**src/rtl/addr_ptr_pkg.sv**
```systemverilog
package addr_ptr_pkg;

    typedef enum logic [1:0] {
        MODE_CHAR = 2'b00,
        MODE_HALF = 2'b01,
        MODE_FULL = 2'b10
    } mode_e;

    // Reserved code 11 resolves to the column-first order.
    function automatic mode_e decode_mode(input logic [1:0] code);
        mode_e m;
        unique case (code)
            2'b00:   m = MODE_CHAR;
            2'b01:   m = MODE_HALF;
            default: m = MODE_FULL;
        endcase
        return m;
    endfunction

endpackage

```
**src/rtl/addr_mode_fsm.sv**
```systemverilog
module addr_mode_fsm
    import addr_ptr_pkg::*;
(
    input  logic        clk,
    input  logic        rst_n,
    input  logic        ld_acc,
    input  logic [1:0]  acc_mode,
    output mode_e       mode
);

    mode_e state_q;
    mode_e state_n;

    always_ff @(posedge clk) begin
        if (!rst_n) begin
            state_q <= MODE_CHAR;
        end else begin
            state_q <= state_n;
        end
    end

    always_comb begin
        state_n = state_q;
        unique case (state_q)
            MODE_CHAR: if (ld_acc) state_n = decode_mode(acc_mode);
            MODE_HALF: if (ld_acc) state_n = decode_mode(acc_mode);
            MODE_FULL: if (ld_acc) state_n = decode_mode(acc_mode);
            default:   state_n = MODE_CHAR;
        endcase
    end

    always_comb begin
        mode = state_q;
    end

endmodule

```
**src/rtl/addr_step.sv**
```systemverilog
module addr_step
    import addr_ptr_pkg::*;
#(
    parameter int NUM_COLS  = 40,
    parameter int NUM_BANKS = 4,
    parameter int SUB_W     = 4,
    localparam int COL_W    = $clog2(NUM_COLS),
    localparam int BANK_W   = $clog2(NUM_BANKS)
) (
    input  mode_e             mode,
    input  logic [COL_W-1:0]  x,
    input  logic [BANK_W-1:0] bank,
    input  logic [SUB_W-1:0]  sub,
    output logic [COL_W-1:0]  nx,
    output logic [BANK_W-1:0] nbank,
    output logic [SUB_W-1:0]  nsub
);

    logic x_last;
    logic bank_last;

    assign x_last    = (x == COL_W'(NUM_COLS - 1));
    assign bank_last = (bank == BANK_W'(NUM_BANKS - 1));

    // Column-first walk, shared by the full order and by the fallback
    // for the pair order when the bank count is odd.
    logic [COL_W-1:0]  fx;
    logic [BANK_W-1:0] fbank;
    logic [SUB_W-1:0]  fsub;

    always_comb begin
        fx    = x;
        fbank = bank;
        fsub  = sub;
        if (!x_last) begin
            fx = x + 1'b1;
        end else begin
            fx = '0;
            if (bank_last) begin
                fbank = '0;
                fsub  = sub + 1'b1;
            end else begin
                fbank = bank + 1'b1;
            end
        end
    end

    logic [COL_W-1:0]  hx;
    logic [BANK_W-1:0] hbank;
    logic [SUB_W-1:0]  hsub;

    generate
        if ((NUM_BANKS % 2) == 0) begin : g_pair
            always_comb begin
                hx    = x;
                hbank = bank;
                hsub  = sub;
                if (!bank[0]) begin
                    hbank = bank + 1'b1;
                end else if (!x_last) begin
                    hbank = bank - 1'b1;
                    hx    = x + 1'b1;
                end else begin
                    hx = '0;
                    if (bank_last) begin
                        hbank = '0;
                        hsub  = sub + 1'b1;
                    end else begin
                        hbank = bank + 1'b1;
                    end
                end
            end
        end else begin : g_no_pair
            always_comb begin
                hx    = fx;
                hbank = fbank;
                hsub  = fsub;
            end
        end
    endgenerate

    logic [COL_W-1:0]  cx;
    logic [BANK_W-1:0] cbank;
    logic [SUB_W-1:0]  csub;

    always_comb begin
        cx    = x;
        cbank = bank;
        csub  = sub;
        if (!bank_last) begin
            cbank = bank + 1'b1;
        end else begin
            cbank = '0;
            if (!x_last) begin
                cx = x + 1'b1;
            end else begin
                cx   = '0;
                csub = sub + 1'b1;
            end
        end
    end

    always_comb begin
        unique case (mode)
            MODE_CHAR: begin nx = cx; nbank = cbank; nsub = csub; end
            MODE_HALF: begin nx = hx; nbank = hbank; nsub = hsub; end
            MODE_FULL: begin nx = fx; nbank = fbank; nsub = fsub; end
            default:   begin nx = fx; nbank = fbank; nsub = fsub; end
        endcase
    end

endmodule

```
**src/rtl/addr_pos_reg.sv**
```systemverilog
module addr_pos_reg #(
    parameter int NUM_COLS  = 40,
    parameter int NUM_BANKS = 4,
    parameter int SUB_W     = 4,
    localparam int COL_W    = $clog2(NUM_COLS),
    localparam int BANK_W   = $clog2(NUM_BANKS)
) (
    input  logic              clk,
    input  logic              rst_n,
    input  logic              ld_dev,
    input  logic [SUB_W-1:0]  dev_val,
    input  logic              ld_x,
    input  logic [COL_W-1:0]  x_val,
    input  logic              ld_acc,
    input  logic [BANK_W-1:0] acc_bank,
    input  logic              byte_stb,
    input  logic [COL_W-1:0]  nx,
    input  logic [BANK_W-1:0] nbank,
    input  logic [SUB_W-1:0]  nsub,
    output logic [COL_W-1:0]  x_q,
    output logic [BANK_W-1:0] bank_q,
    output logic [SUB_W-1:0]  sub_q
);

    localparam logic [COL_W:0] COL_LIM = (COL_W + 1)'(NUM_COLS);

    logic             any_ld;
    logic [COL_W-1:0] x_clip;

    assign any_ld = ld_dev | ld_x | ld_acc;
    assign x_clip = ({1'b0, x_val} < COL_LIM) ? x_val : '0;

    always_ff @(posedge clk) begin
        if (!rst_n) begin
            x_q    <= '0;
            bank_q <= '0;
            sub_q  <= '0;
        end else if (any_ld) begin
            if (ld_dev) sub_q  <= dev_val;
            if (ld_x)   x_q    <= x_clip;
            if (ld_acc) bank_q <= acc_bank;
        end else if (byte_stb) begin
            x_q    <= nx;
            bank_q <= nbank;
            sub_q  <= nsub;
        end
    end

endmodule

```
**src/rtl/addr_pointer.sv**
```systemverilog
module addr_pointer
    import addr_ptr_pkg::*;
#(
    parameter int NUM_COLS  = 40,
    parameter int NUM_BANKS = 4,
    parameter int SUB_W     = 4,
    localparam int COL_W    = $clog2(NUM_COLS),
    localparam int BANK_W   = $clog2(NUM_BANKS)
) (
    input  logic              clk,
    input  logic              rst_n,
    input  logic              ld_dev,
    input  logic [SUB_W-1:0]  dev_val,
    input  logic              ld_x,
    input  logic [COL_W-1:0]  x_val,
    input  logic              ld_acc,
    input  logic [BANK_W-1:0] acc_bank,
    input  logic [1:0]        acc_mode,
    input  logic              byte_stb,
    input  logic [SUB_W-1:0]  hw_sub,
    output logic [BANK_W-1:0] bank,
    output logic [COL_W-1:0]  col,
    output logic              local_sel
);

    mode_e             mode_q;
    logic [COL_W-1:0]  x_q;
    logic [BANK_W-1:0] bank_q;
    logic [SUB_W-1:0]  sub_q;
    logic [COL_W-1:0]  nx;
    logic [BANK_W-1:0] nbank;
    logic [SUB_W-1:0]  nsub;

    addr_mode_fsm u_fsm (
        .clk      (clk),
        .rst_n    (rst_n),
        .ld_acc   (ld_acc),
        .acc_mode (acc_mode),
        .mode     (mode_q)
    );

    addr_step #(
        .NUM_COLS  (NUM_COLS),
        .NUM_BANKS (NUM_BANKS),
        .SUB_W     (SUB_W)
    ) u_step (
        .mode  (mode_q),
        .x     (x_q),
        .bank  (bank_q),
        .sub   (sub_q),
        .nx    (nx),
        .nbank (nbank),
        .nsub  (nsub)
    );

    addr_pos_reg #(
        .NUM_COLS  (NUM_COLS),
        .NUM_BANKS (NUM_BANKS),
        .SUB_W     (SUB_W)
    ) u_pos (
        .clk      (clk),
        .rst_n    (rst_n),
        .ld_dev   (ld_dev),
        .dev_val  (dev_val),
        .ld_x     (ld_x),
        .x_val    (x_val),
        .ld_acc   (ld_acc),
        .acc_bank (acc_bank),
        .byte_stb (byte_stb),
        .nx       (nx),
        .nbank    (nbank),
        .nsub     (nsub),
        .x_q      (x_q),
        .bank_q   (bank_q),
        .sub_q    (sub_q)
    );

    assign bank      = bank_q;
    assign col       = x_q;
    assign local_sel = (sub_q == hw_sub);

endmodule

```
**config.mk**
```make
export PLATFORM = sky130hd
export DESIGN_NAME = addr_pointer
export DESIGN_NICKNAME = d
export VERILOG_FILES = /design/src/rtl/addr_ptr_pkg.sv /design/src/rtl/addr_mode_fsm.sv /design/src/rtl/addr_step.sv /design/src/rtl/addr_pos_reg.sv /design/src/rtl/addr_pointer.sv
export SDC_FILE = /design/constraint.sdc
export NUM_CORES = 1
export LEC_CHECK = 0
export ABC_CLOCK_PERIOD_IN_PS = 1520
export CAP_MARGIN = 20
export CORE_ASPECT_RATIO = 0.9
export CORE_MARGIN = 1
export CORE_UTILIZATION = 43
export CTS_CLUSTER_DIAMETER = 60
export DETAILED_ROUTE_END_ITERATION = 8
export PLACE_DENSITY = 0.76
export SYNTH_ARGS = -nofsm -noshare
export SYNTH_HDL_FRONTEND = slang
export SYNTH_HIERARCHICAL = 1
export SYNTH_SLANG_ARGS = --single-unit
```
**constraint.sdc**
```tcl
create_clock -name clk -period 1.52 [get_ports clk]
set_input_delay 0.38 -clock clk [delete_from_list [all_inputs] [get_ports clk]]
set_output_delay 0.38 -clock clk [all_outputs]
set_load 0.03 [all_outputs]
```
==> flow_metrics.env, run 1 <==
export IMPL_cp_slowest_stage_delay_ps=270
export IMPL_cts_root_buf="clkbuf_4"
export IMPL_place_hpwl_um=2750
export IMPL_synthTopCellsByArea="dfxtp_1 (23%), o31ai_1 (6.9%), nand2_1 (6.0%)"
export IMPL_required_ps=1140
export IMPL_clockBufferDepth=2
export IMPL_syn_area_um2=1200
export IMPL_initial_core_util=0.469
export IMPL_synth_edf_count=0
export IMPL_worst_r2r_setup_slack_ps=-80
export IMPL_port_buffers=32
export IMPL_fin_worst_skew_ps=1.23
export IMPL_path_class="in -> out"
export IMPL_yosysTopAreaCellShare=0.234
export IMPL_core_area_um2=2550
export IMPL_max_cap_violations=0
export IMPL_cp_cell_sequence="dlygate4sd2_1 > xor2_2 > nor4_4 > buf_4"
export IMPL_drt_iter0_markers=66
export IMPL_crit_family="buffers and inverters"
export IMPL_ys_warnings_count=6
export IMPL_timing_final_ws_setup_ps=-142
export IMPL_drive_gt1_frac=0.472
export IMPL_status="complete, but fails checks"
export IMPL_synth_seq_cells=14
export IMPL_final_nets=243
export IMPL_ant_nets=0
export IMPL_wire_per_inst_um=17.2
export IMPL_wl_um=4160
export IMPL_areaGrowthSynthToFinish_pct=73.7
export IMPL_yosys_cell_types_count=49
export IMPL_crit_fanout=1
export IMPL_cts_tree="built"
export IMPL_diodes=0
export IMPL_rsz0062_at_grt="yes"
export IMPL_nFillCells=147
export IMPL_hold_class="reg -> reg"
export IMPL_post_route_period_util=1.09
export IMPL_ios=33
export IMPL_design_die_area_um2=3000
export IMPL_first_global_vias=1336
export IMPL_crit_path_top_delay_cell="dlygate4sd2_1"
export IMPL_die_w_um=57.6
export IMPL_ir_drop_uv=535
export IMPL_grtUsageTotal=0.263
export IMPL_max_slew_margin_rel=0.786
export IMPL_die_h_um=52.1
export IMPL_yosysMostFrequentCell="nand2_1"
export IMPL_vias=1441
export IMPL_antenna_found_initial=0
export IMPL_cts_made_buffers=3
export IMPL_vias_per_cell=5.95
export IMPL_synth_net_count=172
export IMPL_synthArstFlopShare=0
export IMPL_drtPass1Iterations=6
export IMPL_cp_end_kind="primary output"
export IMPL_postCtsHoldBufs=0
export IMPL_clkTransAtPathRegs_ps=100
export IMPL_setup_viol=7
export IMPL_ys_seq_area_frac=0.234
export IMPL_critical_path_buf_inv_count=2
export IMPL_violations="design-rule violations, negative setup slack"
export IMPL_max_freq_ghz=0.602
export IMPL_leakage_uw=0.000891
export IMPL_overflow=0
export IMPL_grt_max_degree=10
export IMPL_grt_pass1_wl_um=5910
export IMPL_multi_input_area_um2=1050
export IMPL_finalMaxSlewViolations=0
export IMPL_seqCellArea_um2=312
export IMPL_hold_slack_ps=631
export IMPL_rows=17
export IMPL_hold_viol=0
export IMPL_syn_area_per_cell_um2=8.32
export IMPL_cp_arrival_ps=1280
export IMPL_place_inst=230
export IMPL_powerDensity_nw_per_um2=599
export IMPL_h_tree_depth=1
export IMPL_synthFlopType="dfxtp_1"
export IMPL_netlist_top_cell_by_area="dfxtp_1"
export IMPL_start_kind="input pin"
export IMPL_drc_errors=3
export IMPL_clock_sinks=14
export IMPL_synth_common_cells="nand2_1 (19), dfxtp_1 (14), o31ai_1 (11)"
export IMPL_final_cells=242
export IMPL_globalplace_congestion=0.956
export IMPL_tightest_slew_ps=320
export IMPL_syn_inst=144
export IMPL_clock_latency_ps=290
export IMPL_period_needed_ps=1660
repair_timing:
item | 4_1_cts | 5_1_grt
setup endpoints to repair | 17 | 14
pin swaps | 15 | 19
setup buffers | 5 | 3
gates resized for setup | 25 | 34
worst paths after layout:
path | startpoint | to | depth (start not counted)
min reg2reg | u_pos/x_q[2] | u_pos/x_q[2] | 1
min | u_pos/x_q[2] | u_pos/x_q[2] | 1
max | hw_sub[0] | local_sel | 4
max reg2reg | u_pos/x_q[1] | u_pos/x_q[3] | 7
cell type report:
class                   count  area share
multi-input cells         117       0.507
repair buffers             72       0.297
flip-flops and latches     14       0.150
clock buffers               4      0.0174
well taps                  28      0.0168
inverters                   7      0.0126
power by group:
part	total, uW	leakage (uW)	switching (uW)	internal (uW)
Clock	286	0.0000210	140	146
Sequential	447	0.000122	51.1	395
Combinational	514	0.000748	245	268
routing by layer:
layer / global-route usage / share of wire / vias to the layer above
li1: - / - / 679
met1: 0.322 / 0.41 / 691
met2: 0.467 / 0.52 / 63
met3: 0.0547 / 0.065 / 8
met4: 0.0691 / 0.014 / 0
met5: 0 / 0 / -
cell usage in the layout (no fill, tap or decap), drive strengths merged, types with 2 or more instances in the layout:
cell and instances:
a31oi 10, nand3b 2, dlygate4sd2 6, o21ai 3, o21a 2, dfxtp 14
clkdlybuf4s15 3, ha 4, o31ai 11, nand3 3, nor3b 6, clkdlybuf4s50 18
a21oi 7, xor2 6, buf 42, or2 3, nand2 21, nand2b 4
nor2 6, mux2 2, and2 2, inv 7, mux2i 2, dlymetal6s2s 3
xnor2 2, clkbuf 4, nand4 3, o221a 3
cell families after synthesis:
kind of cell | Yosys count | share of synthesized area
AOI/OAI and AO/OA | 43 | 0.266
xor gates and xnor gates | 8 | 0.0585
adders and majority gates | 4 | 0.0418
buffers and inverters | 13 | 0.0606
DFF | 14 | 0.234
muxes | 4 | 0.0387
and+or+nand+nor | 58 | 0.300
per-stage QoR:
stage               total power [uW]  instance area (um2)  setup TNS [ps]  utilization  worst slack [ps]
finish                          1250                 2080            -399        0.815              -142
global route                    1310                 2080            -787        0.815              -168
CTS                             1180                 1910            -452        0.747              -249
detailed placement               876                 1790           -3570        0.700              -306
global placement                 865                 1790           -3140        0.700              -297
floorplan                        670                 1240           -26.4            -             -17.3
registers in the layout (all words and copies together), names as in the netlist:
| name | count |
|---|---|
| u_fsm/mode | 2 |
| u_pos/bank_q | 2 |
| u_pos/sub_q | 4 |
| u_pos/x_q | 6 |
Note: power is estimated with default switching activity, not from simulation.
==> run 2: changes to the inputs <==
--- a/config.mk
+++ b/config.mk
@@ -5,7 +5,6 @@
 export SDC_FILE = /design/constraint.sdc
 export NUM_CORES = 1
 export LEC_CHECK = 0
-export ABC_CLOCK_PERIOD_IN_PS = 1520
 export CAP_MARGIN = 20
 export CORE_ASPECT_RATIO = 0.9
 export CORE_MARGIN = 1
==> results of run 2 <==
Same layout as run 1: the final DEF is identical, and so are final timing and power.
